<file path="src/rtl/wake_monitor.sv">
module wake_monitor #(
  parameter int PIN_COUNT = 40,
  parameter int ADDR_W    = 8
) (
  input  logic                 clk,
  input  logic                 rst_n,
  input  logic                 arm,
  input  logic [PIN_COUNT-1:0] pins,
  input  logic                 wr_en,
  input  logic [ADDR_W-1:0]    addr,
  input  logic [31:0]          wdata,
  output logic [31:0]          rdata,
  output logic                 wake
);
  localparam int STRIDE = (PIN_COUNT + 31) / 32;
  localparam int PADW   = STRIDE * 32;
  localparam int NBANK  = 5;
  localparam int NWORDS = 2 + NBANK * STRIDE;
  localparam int B_EN = 0, B_FALL = 1, B_RISE = 2, B_POL = 3, B_STAT = 4;
  localparam logic [PADW-1:0] VMASK = PADW'({PIN_COUNT{1'b1}});

  logic [31:0] widx;
  logic [31:0] timer_q [2];
  logic [31:0] bank_q  [NBANK][STRIDE];
  logic [31:0] stat_d  [STRIDE];
  logic [PIN_COUNT-1:0] sync1_q, sync2_q, prev_q;
  logic [PADW-1:0] en_v, fall_v, rise_v, pol_v, stat_v, hit_v, pend;

  assign widx = 32'(addr[ADDR_W-1:2]);

  for (genvar w = 0; w < STRIDE; w++) begin : g_flat
    assign en_v  [w*32 +: 32] = bank_q[B_EN][w];
    assign fall_v[w*32 +: 32] = bank_q[B_FALL][w];
    assign rise_v[w*32 +: 32] = bank_q[B_RISE][w];
    assign pol_v [w*32 +: 32] = bank_q[B_POL][w];
    assign stat_v[w*32 +: 32] = bank_q[B_STAT][w];
  end

  assign hit_v = PADW'(( sync2_q & ~prev_q & rise_v[PIN_COUNT-1:0])
                     | (~sync2_q &  prev_q & fall_v[PIN_COUNT-1:0])
                     | ( sync2_q &  pol_v[PIN_COUNT-1:0]));

  assign pend = stat_v & en_v;

  always_comb begin
    for (int w = 0; w < STRIDE; w++) begin
      stat_d[w] = bank_q[B_STAT][w];
      if (wr_en && widx == 32'(2 + B_STAT*STRIDE + w))
        stat_d[w] = wdata & VMASK[w*32 +: 32];
      if (arm)
        stat_d[w] = stat_d[w] | hit_v[w*32 +: 32];
    end
  end

  always_ff @(posedge clk or negedge rst_n) begin
    if (!rst_n) begin
      sync1_q <= '0;
      sync2_q <= '0;
      prev_q  <= '0;
      wake    <= 1'b0;
      for (int i = 0; i < 2; i++) timer_q[i] <= '0;
      for (int r = 0; r < NBANK; r++)
        for (int w = 0; w < STRIDE; w++) bank_q[r][w] <= '0;
    end else begin
      sync1_q <= pins;
      sync2_q <= sync1_q;
      prev_q  <= sync2_q;
      wake    <= |pend;
      for (int i = 0; i < 2; i++)
        if (wr_en && widx == 32'(i)) timer_q[i] <= wdata;
      for (int r = 0; r < B_STAT; r++)
        for (int w = 0; w < STRIDE; w++)
          if (wr_en && widx == 32'(2 + r*STRIDE + w))
            bank_q[r][w] <= wdata & VMASK[w*32 +: 32];
      for (int w = 0; w < STRIDE; w++) bank_q[B_STAT][w] <= stat_d[w];
    end
  end

  always_comb begin
    rdata = '0;
    for (int i = 0; i < 2; i++)
      if (widx == 32'(i)) rdata = timer_q[i];
    for (int r = 0; r < NBANK; r++)
      for (int w = 0; w < STRIDE; w++)
        if (widx == 32'(2 + r*STRIDE + w)) rdata = bank_q[r][w];
  end
endmodule

</file>
<file path="config.mk">
export PLATFORM = sky130hd
export DESIGN_NAME = wake_monitor
export DESIGN_NICKNAME = d
export VERILOG_FILES = /design/src/rtl/wake_monitor.sv
export SDC_FILE = /design/constraint.sdc
export NUM_CORES = 1
export LEC_CHECK = 0
export BUFFER_PORTS_ARGS = -buffer_cell sky130_fd_sc_hd__buf_2
export CAP_MARGIN = 25
export CORE_MARGIN = 4
export CORE_UTILIZATION = 43
export DETAILED_ROUTE_END_ITERATION = 8
export GPL_TIMING_DRIVEN = 1
export PLACE_DENSITY = 0.64
export SLEW_MARGIN = 10
export SYNTH_ARGS = -nofsm -noshare
export SYNTH_HDL_FRONTEND = slang
export SYNTH_SLANG_ARGS = --single-unit
</file>
<file path="constraint.sdc">
create_clock -name clk -period 1.45 [get_ports clk]
set_input_delay 0 -clock clk [delete_from_list [all_inputs] [get_ports clk]]
set_output_delay 0 -clock clk [all_outputs]
set_load 0.02 [all_outputs]
</file>
* Yosys cells after proc, flatten, opt, wreduce, memory -nomap -nowiden
Index checks and enable logic that the tools add are counted.
** Storage, ports and cells
- Input bits :: 84
- Output and inout port bits :: 33
- Logic and storage cells :: 69
- Bits in registers :: 409
** Operators by class
- Bitwise logic cells :: 12
- Eq/ne operators :: 11
- Reduce and logical (&&, ||, !) cells :: 14
- Muxes and demuxes :: 16
** Operator list (number)
- $mux 32 :: 16
- $and 64x40->64 :: 4
- $not 40->64 :: 2
- $and 40x64->64 :: 1
- $or 32x32->32 :: 2
- $or 64x40->64 :: 1
- $or 64x64->64 :: 1
- $reduce_or 64->1 :: 1
- $and 40x40->40 :: 1
- $logic_not 32->1 :: 1
- $eq 6x3->1 const B :: 4
- $eq 6x4->1 const B :: 4
- $eq 6x2->1 const B :: 2
- $logic_and 1x1->1 :: 12
- $eq 6x1->1 const B :: 1

* Longest topological paths before layout
- Depth after elaboration :: 13
- Depth in mapped cells :: 9

* Least setup slack after synthesis
OpenSTA, ideal clock, no wires.
- Path kind :: input to register
- Start :: in addr[4]
- End :: reg bank_q[100] (netlist bit)
- Data arrival time :: 1.662 ns
- Stages :: 7
- Setup slack :: -0.338 ns
- Cells stage by stage :: buf_2 > or4b_1 > buf_2 > nor3_4 > nand2_2 > buf_6 > mux2_4
** Between the ends
- Longest elaborated chain between the ends :: 2
** RTL lines
- from (decl) :: RTL line 10 : input logic [ADDR_W-1:0] addr,
- $eq 6x4->1 :: RTL line 73 : if (wr_en && widx == 32'(2 + r*STRIDE + w))
- $logic_and 1x1->1 :: RTL line 73
- to (signal, indexed assignment) :: RTL line 74 : bank_q[r][w] <= wdata & VMASK[w*32 +: 32];
- to (decl) :: RTL line 24 : logic [31:0] bank_q [NBANK][STRIDE];
Every way passes these cells.
A chain may end at the register's enable or synchronous reset.

* Worst setup path in the final report
- Start :: reg bank_q[260] (netlist bit)
- End :: out rdata[4]
** Between the ends
- Longest elaborated chain between the ends :: 9
** RTL lines
- $mux 32 (9 in series) :: RTL line 85 : if (widx == 32'(2 + r*STRIDE + w)) rdata = bank_q[r][w];
- to (decl) :: RTL line 12 : output logic [31:0] rdata,
Every way passes these cells.

==> metrics.csv <==
stage,metric,value,unit
outcome,result of the run,"finished, violations left",
outcome,violated checks,setup timing,
cts,Sink Count,385,
global_routing,global route overflow,0,
worst_hold_path,classification of the worst-slack hold path,in2reg,
worst_setup_path,sort of element at the end of the critical path,primary output,
cts,clock tree from TritonCTS,built,
timing,worst clock skew on the final layout,0.0134,ns
die,die area,0.0401,mm²
routing,Residual DRC,0,
synth,mux cell area share after synthesis,0.197,
finish,post-route cell area,0.0211,mm²
worst_setup_path,CP max stage delay,0.49,ns
routing,first-iteration detailed-routing DRC count,1089,
synth,distinct cell type count after synthesis,43,
timing,hold violation count in the final report,0,
synth,net count of the mapped netlist,1267,
routing,Final ANT Viol Nets,0,
worst_setup_path,cell family contributing the most delay on the critical path,multiplexers,
synth,post-synthesis share of cell area spent on xor and xnor gates,0,
worst_setup_path,maximum fanout count along the critical path,2,
finish,Area growth syn-to-layout,32.8,%
synth,Post-synth EDFFs,0,
synth,fraction of synthesis flops using an asynchronous set or reset pin,1.00,
placement,sum of net half-perimeters after detailed placement,28.8,mm
placement,global placer's final weighted congestion,0.828,
timing,fraction of the cycle the final worst path needs,1.39,
die,area of the core region,0.0365,mm²
worst_setup_path,Required @ worst endpoint,1.45,ns
finish,end-of-flow core utilization,0.578,
pwr,total power per unit cell area,1340,mW/mm²
finish,total number of nets in the final design,1615,
worst_setup_path,worst path arrival time,2.01,ns
timing,Period minus WS final,2.01,ns
pwr,overall power after layout,28.2,mW
global_routing,maximum number of pins on one net before global-route repair,66,
worst_setup_path,slowest library cell on the worst path,sky130_fd_sc_hd__mux4_2,
routing,total via count in the routed design,11300,
timing,final count of negative-setup-slack endpoints,33,
timing,worst rel slew slack,0.669,
worst_setup_path,Worst Setup Path Type,reg2out,
global_routing,all-layer global routing usage,0.216,
worst_setup_path,critical-path cell list,buf_6 -> mux4_2 -> mux2i_1 -> o22ai_2 -> buf_6,
routing,WL per Instance,21.6,µm
cts,CTS Buf Count,41,
timing,setup repair after global routing missed its margin,yes,
synth,ys flop type,sky130_fd_sc_hd__dfrtp_1,
timing,max-slew violation count,0,
routing,ratio of routed vias to standard cells,5.57,
global_routing,number of global-route vias before repair,11900,
die,I/O pins,117,
synth,sequential fraction of the synthesis area,0.606,
synth,total standard cell area after synthesis,0.0159,mm²
cts,clock-pin transition on the worst setup and hold timing paths,0.06,ns
global_routing,wire length of the first global-routing pass,69.0,mm
synth,Syn. warnings,0,
worst_setup_path,startpoint type of the worst setup path,register,
cts,latest clock arrival within the worst-skew pair,0.55,ns
timing,total negative setup slack,-9.42,ns
die,die span in x,200,µm
pwr,leakage,9.71,nW
finish,fraction of final layout cells with drive strength greater than 1,0.412,
pwr,peak ir drop on the vdd network,820,µV
cts,maximum buffer depth of the clock tree,3,
cts,library cell used as clock root buffer,sky130_fd_sc_hd__clkbuf_16,
synth,area share of fa/ha/maj cells after synthesis,0,
synth,main combinational cell family by area after synthesis,multiplexers,
run,number of max-cap violations,0,
die,Starting Density,0.436,
worst_setup_path,number of buffers and inverters on the critical path,2,
placement,Placed Instance Area,0.0181,mm²
timing,peak clock frequency supported by timing,498,MHz
synth,synthesized instance count,1183,
timing,"Worst Setup Slack, final",-0.559,ns
routing,Post-Route WL,43.7,mm
cts,CTS HTree Levels,2,
worst_setup_path,crit-path most repeated cell,sky130_fd_sc_hd__buf_6,
synth,complex-gate fraction of the synthesized area,0.103,
placement,count of buffers from port buffering,114,
die,standard-cell rows,70,
synth,synthesized area per cell,13.4,µm²
placement,Cell Count Post-Placement,1831,
synth,Seq cells post-synth,385,
synth,simple-gate share of the synthesized area,0.0737,
timing,Worst Tran Pin Value,0.497,ns
global_routing,number of antenna violations at the first check in global routing,1,
finish,"number of standard cells in the layout, taps in and fillers out",2028,
routing,count of TritonRoute iterations in the first routing pass,8,
die,Die Span Y,200,µm
[worst paths after layout]
path / from / to / slack [ns] / cells after the start
max: bank_q[260] / rdata[4] / -0.56 / 5
min: arm / bank_q[34] / 0.05 / 3
max reg2reg: bank_q[317] / wake / -0.20 / 5
min reg2reg: sync1_q[11] / sync2_q[11] / 0.34 / 0
max in group asynchronous: rst_n / timer_q[12] / 0.52 / 4
min in group asynchronous: rst_n / sync2_q[3] / 0.08 / 3
[cells in the final DEF, fill, tap and decap left out, types with 50 or more instances in the layout]
cell type                       netlist  routed
sky130_fd_sc_hd__buf_6                3      56
sky130_fd_sc_hd__dlygate4sd3_1        0      74
sky130_fd_sc_hd__buf_4                0     128
sky130_fd_sc_hd__dfrtp_1            385     385
sky130_fd_sc_hd__a22oi_1             97      88
sky130_fd_sc_hd__nor2b_1             50      50
sky130_fd_sc_hd__mux2_2             194     194
sky130_fd_sc_hd__nand2_1            114     113
sky130_fd_sc_hd__o21ai_0             90      84
sky130_fd_sc_hd__buf_2               21      84
[area by class of cell]
cell class | count | area (µm²)
Multi-Input combinational cell | 722 | 6110
Timing Repair Buffer | 373 | 3370
Clock buffer | 64 | 1260
Sequential cell | 385 | 9630
Tap cell | 468 | 586
Fill cell | 2890 | 15400
Antenna cell | 1 | 2.50
Inverter | 8 | 30.0
Clock inverter | 7 | 121
[flip-flops by register name, summed over array words and instances (netlist names)]
name and flops:
wake 1, sync1_q 40, timer_q 64, prev_q 40, bank_q 200, sync2_q 40
[through the flow]
stage / setup slack (ns) / hold slack, ns
floorplan: -0.303 / -0.296
global placement: -0.425 / -0.115
detailed placement: -0.456 / -0.120
CTS: -0.573 / 0.0163
global route: -0.589 / 0.0350
finish: -0.559 / 0.0460
[tightest hold or removal path, stage by stage]
cell	delay [ns]
sky130_fd_sc_hd__buf_2	0.25
sky130_fd_sc_hd__a22oi_1	0.22
sky130_fd_sc_hd__nand2_1	0.07
[metal layers]
| layer | wire (µm) | global-route usage | up-vias |
|---|---|---|---|
| li1 | - | - | 5079 |
| met1 | 19000 | 0.290 | 5823 |
| met2 | 21700 | 0.370 | 324 |
| met3 | 1910 | 0.0296 | 78 |
| met4 | 1200 | 0.0654 | 0 |
| met5 | 0 | 0 | - |
[synthesized netlist by cell type (all sizes together) (2+ instances only)]
cell type / n / area (µm²)
a22oi: 97 / 728
dfrtp: 385 / 9630
nand2: 115 / 434
mux2: 224 / 2640
o21ai: 90 / 450
buf: 37 / 188
nor4: 3 / 33.8
nand3b: 2 / 15.0
inv: 8 / 30.0
o22ai: 8 / 50.1
a221o: 8 / 80.1
a222oi: 24 / 240
nand4: 6 / 37.5
nor2: 9 / 41.3
nor3: 7 / 66.3
a21oi: 3 / 15.0
nand3: 28 / 140
a31oi: 3 / 18.8
nand2b: 7 / 43.8
nor2b: 50 / 313
mux2i: 7 / 70.1
mux4: 19 / 428
clkbuf: 31 / 116
[what timing repair did]
item	CTS	global route
pin swaps	55	26
hold buffers	74	0
hold endpoints to repair	689	0
resized for setup	106	18
buffers inserted	34	13
setup endpoints to repair	33	65
gates cloned	2	1
[kinds of logic (layout without fill, tap and decap cells)]
group | Yosys count | in the layout
flip-flops | 385 | 385
multiplexers | 250 | 250
AO/OA/AOI/OAI | 239 | 239
AND/OR/NAND/NOR | 233 | 233
buffers and inverters | 76 | 452
other | 0 | 1
[where the power goes]
part           total [mW]  switching, mW  internal (mW)
clock                10.7           4.19           6.50
combinational        4.43           1.77           2.66
sequential           13.1          0.990           12.1
total                28.2           6.94           21.3
Note: power is estimated with default switching activity, not from simulation.
